File: config.mk
export PLATFORM = sky130hd
export DESIGN_NAME = grouped_skip_adder
export DESIGN_NICKNAME = d
export VERILOG_FILES = /design/src/rtl/gsa_pkg.sv /design/src/rtl/gsa_carry_chain.sv /design/src/rtl/gsa_group.sv /design/src/rtl/grouped_skip_adder.sv
export SDC_FILE = /design/constraint.sdc
export NUM_CORES = 1
export LEC_CHECK = 0
export BUFFER_PORTS_ARGS = -buffer_cell sky130_fd_sc_hd__clkbuf_2
export CORE_MARGIN = 4
export CORE_UTILIZATION = 47
export DETAILED_ROUTE_END_ITERATION = 8
export MAX_ROUTING_LAYER = met4
export PLACE_DENSITY = 0.83
export SYNTH_ARGS = -nofsm -noshare
export SYNTH_HDL_FRONTEND = slang
export SYNTH_HIERARCHICAL = 1
export SYNTH_SLANG_ARGS = --single-unit
File: constraint.sdc
create_clock -name vclk -period 3
set_input_delay 0.3 -clock vclk [all_inputs]
set_output_delay 0.3 -clock vclk [all_outputs]
set_load 0.005 [all_outputs]
File: src/rtl/gsa_pkg.sv
package gsa_pkg;
  localparam int NGRP = 4;
  localparam int GRP_W [NGRP] = '{4, 6, 18, 4};

  function automatic int grp_lo(input int k);
    int s;
    s = 0;
    for (int i = 0; i < k; i++) s += GRP_W[i];
    return s;
  endfunction

  function automatic int total_width();
    return grp_lo(NGRP);
  endfunction

  localparam int WIDTH = total_width();
endpackage

File: src/rtl/gsa_carry_chain.sv
module gsa_carry_chain #(
  parameter int W   = 4,
  parameter bit CIN = 1'b0
) (
  input  logic [W-1:0] gen,
  input  logic [W-1:0] prop,
  output logic [W:0]   carry
);
  // lookahead form: each carry is the OR over all lower generate terms
  // whose path up to this bit propagates
  always_comb begin
    for (int i = 0; i <= W; i++) begin
      logic acc;
      logic run;
      acc = 1'b0;
      run = 1'b1;
      for (int j = i - 1; j >= 0; j--) begin
        acc = acc | (run & gen[j]);
        run = run & prop[j];
      end
      carry[i] = acc | (run & CIN);
    end
  end
endmodule

File: src/rtl/gsa_group.sv
module gsa_group #(
  parameter int W = 4
) (
  input  logic [W-1:0] a,
  input  logic [W-1:0] b,
  input  logic         cin,
  output logic [W-1:0] s,
  output logic         cout
);
  logic [W-1:0] prop, gen;
  logic [W:0]   c_lo, c_hi;
  logic         grp_prop;

  assign prop = a ^ b;
  assign gen  = a & b;

  gsa_carry_chain #(.W(W), .CIN(1'b0)) u_chain0 (
    .gen(gen), .prop(prop), .carry(c_lo)
  );
  gsa_carry_chain #(.W(W), .CIN(1'b1)) u_chain1 (
    .gen(gen), .prop(prop), .carry(c_hi)
  );

  assign grp_prop = &prop;

  // conditional sum: both candidates ready, late carry selects
  assign s = cin ? (prop ^ c_hi[W-1:0]) : (prop ^ c_lo[W-1:0]);

  // skip: a fully propagating group hands the incoming carry onward
  assign cout = grp_prop ? cin : (cin ? c_hi[W] : c_lo[W]);
endmodule

File: src/rtl/grouped_skip_adder.sv
module grouped_skip_adder (
  input  logic [gsa_pkg::WIDTH-1:0] a,
  input  logic [gsa_pkg::WIDTH-1:0] b,
  input  logic                      cin,
  output logic [gsa_pkg::WIDTH-1:0] sum,
  output logic                      cout
);
  import gsa_pkg::*;

  logic [NGRP:0] gc;

  assign gc[0] = cin;

  for (genvar k = 0; k < NGRP; k++) begin : g_grp
    localparam int LO = grp_lo(k);
    localparam int GW = GRP_W[k];
    gsa_group #(.W(GW)) u_grp (
      .a   (a[LO +: GW]),
      .b   (b[LO +: GW]),
      .cin (gc[k]),
      .s   (sum[LO +: GW]),
      .cout(gc[k+1])
    );
  end

  assign cout = gc[NGRP];
endmodule

Word-level counts from Yosys, hierarchy flattened
Index checks and enable logic that the tools add are counted.

Register bits: 0. Word-level logic and storage cells: 604.

Mux-type cells: 12. Bitwise logic cells: 588. Reduce and logical (&&, ||, !) cells: 4.

Operator list (number): 1-bit bitwise AND (360); 1-bit bitwise OR (212); 18-bit bitwise XOR (3); 4-bit bitwise XOR (6); 18-bit bitwise AND (1); 18-bit two-way mux (1); 18-bit AND reduction (1); 6-bit bitwise XOR (3); 4-bit bitwise AND (2); 1-bit two-way mux (8); 4-bit two-way mux (2); 4-bit AND reduction (2); 6-bit bitwise AND (1); 6-bit two-way mux (1); 6-bit AND reduction (1).

Depth between registers and ports, before layout
Word-level depth: 24. Depth in mapped cells: 14.

Modules after synthesis
The synthesis kept the hierarchy.

Modules (own cells, without submodules): gsa_group (g_grp[2].u_grp) (times used 1, cells an instance 65, area an instance 636.9 um2, seq. area each 0.0 um2); gsa_carry_chain (g_grp[2].u_grp.u_chain1) (times used 1, cells an instance 61, area an instance 424.2 um2, seq. area each 0.0 um2); gsa_carry_chain (g_grp[2].u_grp.u_chain0) (times used 1, cells an instance 58, area an instance 395.4 um2, seq. area each 0.0 um2); gsa_group (g_grp[0].u_grp ...) (times used 2, cells an instance 17, area an instance 167.7 um2, seq. area each 0.0 um2); gsa_group (g_grp[1].u_grp) (times used 1, cells an instance 24, area an instance 229.0 um2, seq. area each 0.0 um2); gsa_carry_chain (g_grp[0].u_grp.u_chain1 ...) (times used 2, cells an instance 12, area an instance 67.6 um2, seq. area each 0.0 um2); gsa_carry_chain (g_grp[1].u_grp.u_chain0) (times used 1, cells an instance 14, area an instance 105.1 um2, seq. area each 0.0 um2); gsa_carry_chain (g_grp[0].u_grp.u_chain0 ...) (times used 2, cells an instance 7, area an instance 50.0 um2, seq. area each 0.0 um2); gsa_carry_chain (g_grp[1].u_grp.u_chain1) (times used 1, cells an instance 13, area an instance 97.6 um2, seq. area each 0.0 um2).

Worst setup path before layout
No wires, ideal clock.

Path kind: input -> output. Start point: input a[1] in the netlist's numbering. End point: output sum[31] in the netlist's numbering. Arrival: 2836 ps. Setup slack: -136 ps. Stages: 14. Buffers on the path: 3. Path through: ha_1 -> a21o_1 -> a31o_1 -> nor2b_1 -> a22o_1 -> buf_2 -> mux2_2 -> buf_2 -> mux2i_1 -> o21ai_1 -> o31a_1 -> buf_6 -> mux2i_1 -> xnor2_1.

Word-level cells in the longest chain between the ends: 12. Elaborated cells between the ends (all ways): 17.

RTL lines: start, declared (RTL line grouped_skip_adder.sv:2) `input logic [gsa_pkg::WIDTH-1:0] a,`; 4-bit bitwise AND or 4-bit bitwise XOR (tied branches) (RTL line gsa_group.sv:15, gsa_group.sv:14); 1-bit bitwise AND, on equally long branches (RTL line gsa_carry_chain.sv:18, gsa_carry_chain.sv:19); 1-bit bitwise OR or 1-bit bitwise AND (tied branches) (RTL line gsa_carry_chain.sv:18) `acc = acc | (run & gen[j]);`; 1-bit bitwise OR (*) (RTL line gsa_carry_chain.sv:18); named net g_grp[0].u_grp.c_lo[4] (RTL line gsa_group.sv:11) `logic [W:0] c_lo, c_hi;`; 1-bit bitwise OR (RTL line gsa_carry_chain.sv:21) `carry[i] = acc | (run & CIN);`; 1-bit two-way mux (*) (2 in a row) (RTL line gsa_group.sv:30) `assign cout = grp_prop ? cin : (cin ? c_hi[W] : c_lo[W]);`; named net gc[1] (RTL line grouped_skip_adder.sv:10) `logic [NGRP:0] gc;`; 1-bit two-way mux (RTL line gsa_group.sv:30); 1-bit two-way mux (*) (RTL line gsa_group.sv:30); named net gc[2] (RTL line grouped_skip_adder.sv:10); 1-bit two-way mux (RTL line gsa_group.sv:30); 1-bit two-way mux (*) (RTL line gsa_group.sv:30); named net gc[3] (RTL line grouped_skip_adder.sv:10); 4-bit two-way mux (*) (RTL line gsa_group.sv:27) `assign s = cin ? (prop ^ c_hi[W-1:0]) : (prop ^ c_lo[W-1:0]);`; end, declared (RTL line grouped_skip_adder.sv:5) `output logic [gsa_pkg::WIDTH-1:0] sum,`.

Mark *: on every way through the listed nets, which the timed path passes. The rest lies on a longest branch.

Final worst setup path
Start point: input a[3] in the netlist's numbering. End point: output sum[31] in the netlist's numbering.

Word-level cells in the longest chain between the ends: 13. Elaborated cells between the ends (all ways): 20.

RTL lines: 4-bit bitwise XOR (*) (RTL line gsa_group.sv:14) `assign prop = a ^ b;`; named net g_grp[0].u_grp.prop[3] (RTL line gsa_group.sv:10) `logic [W-1:0] prop, gen;`; 1-bit bitwise AND, on equally long branches (RTL line gsa_carry_chain.sv:18, gsa_carry_chain.sv:19); 1-bit bitwise OR, or another cell as far along (RTL line gsa_carry_chain.sv:18); 1-bit bitwise OR or 1-bit bitwise AND (tied branches) (RTL line gsa_carry_chain.sv:18); 1-bit bitwise OR (*) (RTL line gsa_carry_chain.sv:18); named net g_grp[0].u_grp.c_lo[4] (RTL line gsa_group.sv:11); 1-bit bitwise OR (RTL line gsa_carry_chain.sv:21); 1-bit two-way mux (*) (2 in a row) (RTL line gsa_group.sv:30); named net gc[1] (RTL line grouped_skip_adder.sv:10); 1-bit two-way mux (RTL line gsa_group.sv:30); 1-bit two-way mux (*) (RTL line gsa_group.sv:30); named net gc[2] (RTL line grouped_skip_adder.sv:10); 1-bit two-way mux (RTL line gsa_group.sv:30); 1-bit two-way mux (*) (RTL line gsa_group.sv:30); named net gc[3] (RTL line grouped_skip_adder.sv:10); 4-bit two-way mux (*) (RTL line gsa_group.sv:27).

Marked as above.

==> flow_summary.ini <==
[detailed_routing]
wl_per_cell_um = 15.1
drt_iter0_drc = 110
dr.pass1.iters = 4
drt-total-wl_um = 7850
viasPerCell = 5.67
vias = 2956
drc = 0
drtAntennaViolNets = 0

[layout]
nets = 550
n_antenna_cell = 0
syn_to_final_growth_pct = 45.4
drive_gt1_share_pct = 47.2
finish.utilization_pct = 70.5
clock_buffers = 0
register_area_um2 = 0
n_fill_cell = 388
seq_cells = 0

[logic_synthesis]
synthCells = 307
synth_most_common_cell = mux2i_1
synth_common_cells = mux2i_1 (33), ha_1 (32), xnor2_1 (32)
ys_seq_area_share_pct = 0
synth.area.top_cells = ha_1 (16%), mux2i_1 (13%), xnor2_1 (11%)
synth_cell_type_count = 62
syn-num-nets = 404
synthesis.area_um2 = 2460
avgSynthCellArea_um2 = 8.01
synth_area_leader_cell = ha_1
netlist.area_leader.share_pct = 16.3
yosys_warnings = 6

[die]
io_pins = 98
rows = 26
die-area_um2 = 6450
start_util_pct = 48.4
core_um2 = 5070
die_w_um = 80.3
die_h_um = 80.3

[global_route]
grt_pass1_wl_um = 11700
antenna_found_initial = 0
grt-ovfl-total = 0
grt_max_degree = 16
grt_usage_pct = 21.9
grt_pass1_vias = 2844

[placed_design]
io_buffers = 98
preCtsSetupSlack_ps = -273
finalWeightedCongestion = 0.933
hpwl_um = 6080

[status]
status = complete, but fails checks
violations = negative setup slack

[run]
maxCapViolCount = 0

[timing]
rsz0062_at_grt = true
setup_viol = 4
min_period_over_period_pct = 104
finalHoldViolCount = 0
worst_slack_ps = -112
clock.fmax_mhz = 321
layout_min_cycle_time_ps = 3110
slew_violations = 0

[critical_path]
max_stage_delay_ps = 330
crit_path_end_kind = output port
crit_buf_inv = 2
worstPathArrival_ps = 2810
crit_family = compound AO/OA/AOI/OAI gates
cpMostUsedCell = mux2i_1
critPathKind = primary input to output port
cp_slowest_cell = mux2_4
cp.required_ps = 2700
worstPathCellList = buf_6, ha_4, a21o_1, a31o_1, nor2b_4, a22o_1, mux2_4, mux2i_1, o21ai_1, o31a_1, mux2i_1, xnor2_1, buf_2
path_max_fanout = 6
worstSetupStartpointType = primary input

[power]
p_per_area_nw_per_um2 = 287
p_leak_nw = 1.88
ir_drop_mv = 0.153

[hold_path]
hold_path.class = primary input to output port

[clock_tree]
cts_hold_buffers = 0
-- layout by cell type (no fill, tap or decap), drive strengths merged, types with 3 or more instances in the layout --
cell type | synthesis | layout
clkbuf | 0 | 87
buf | 17 | 74
mux2i | 33 | 33
xnor2 | 32 | 32
ha | 32 | 32
a21o | 31 | 31
a21oi | 18 | 18
nor2 | 14 | 14
nand4 | 12 | 12
nand2 | 11 | 11
a31o | 10 | 10
o21ai | 10 | 10
conb | 8 | 8
inv | 8 | 8
nand2b | 6 | 6
nor3 | 6 | 6
or2 | 5 | 5
a211oi | 5 | 5
nor2b | 4 | 4
and3 | 4 | 4
o211ai | 4 | 4
a41o | 3 | 3
o21a | 3 | 3
nand3 | 3 | 3
a221o | 3 | 3
o21bai | 3 | 3
-- power by group --
| group | leakage (nW) | internal (W) | switching (W) | total (W) |
|---|---|---|---|---|
| combinational | 1.88 | 0.000546 | 0.000482 | 0.00103 |
| sequential | 0 | 0 | 0 | 0 |
| clock | 0 | 0 | 0 | 0 |
| total | 1.88 | 0.000546 | 0.000482 | 0.00103 |
-- area by class of cell --
cell class | instances | area (µm²) | area share [%]
inverter | 8 | 30.0 | 0.840
multi-input combinational | 282 | 2450 | 68.6
tap | 70 | 87.6 | 2.45
timing repair buffer | 161 | 1000 | 28.1
-- per-stage QoR --
| step | std cells | total power [W] | hold WS (ps) | cell area, µm² | TNS, ps |
|---|---|---|---|---|---|
| 5_1_grt | 521 | 0.00111 | 1110 | 3580 | -990 |
| 6_report | 521 | 0.00103 | 1080 | 3580 | -306 |
| 3_5_place_dp | 510 | 0.000949 | 1030 | 3340 | -1150 |
| 3_3_place_gp | 510 | 0.000922 | 1020 | 3340 | -765 |
| 2_1_floorplan | 307 | 0.000615 | 809 | 2500 | 0 |
| 4_1_cts | 519 | 0.000987 | 1040 | 3480 | -437 |
-- final timing paths --
kind  start      end  slack [ps]  cells past startpoint
min    b[9]   sum[9]        1080                      4
max    a[3]  sum[31]        -110                     13
-- cell families (layout without fill, tap and decap cells) --
logic type               count (synthesis)  in the layout  share of synthesized area (%)
AO/OA/AOI/OAI                          104            104                           34.3
buffers and inverters                   25            169                           6.41
XOR/XNOR                                32             32                           11.4
multiplexers                            34             34                           13.9
AND/OR/NAND/NOR                         72             72                           16.5
other                                    8              8                           1.22
adder cells (fa/ha/maj)                 32             32                           16.3
-- worst min-delay path, stage by stage --
cell and delay, ps:
clkbuf_2 80, ha_1 200, xnor2_1 90, clkbuf_2 100
-- metal layers --
metal	GRT usage (%)	vias to the layer above	share of wire, %	wire (µm)
li1	-	1446	-	-
met1	23.4	1375	39	3070
met2	44.3	115	53	4200
met3	0.673	20	5.4	424
met4	4.56	0	2.0	158
met5	-	-	0	0
-- repair_timing --
item                       4_1_cts  5_1_grt
pin swaps                       16       16
setup endpoints to repair        5        7
buffers inserted                 9        5
gates resized for setup         12       27
(Power assumes the default switching activity.)
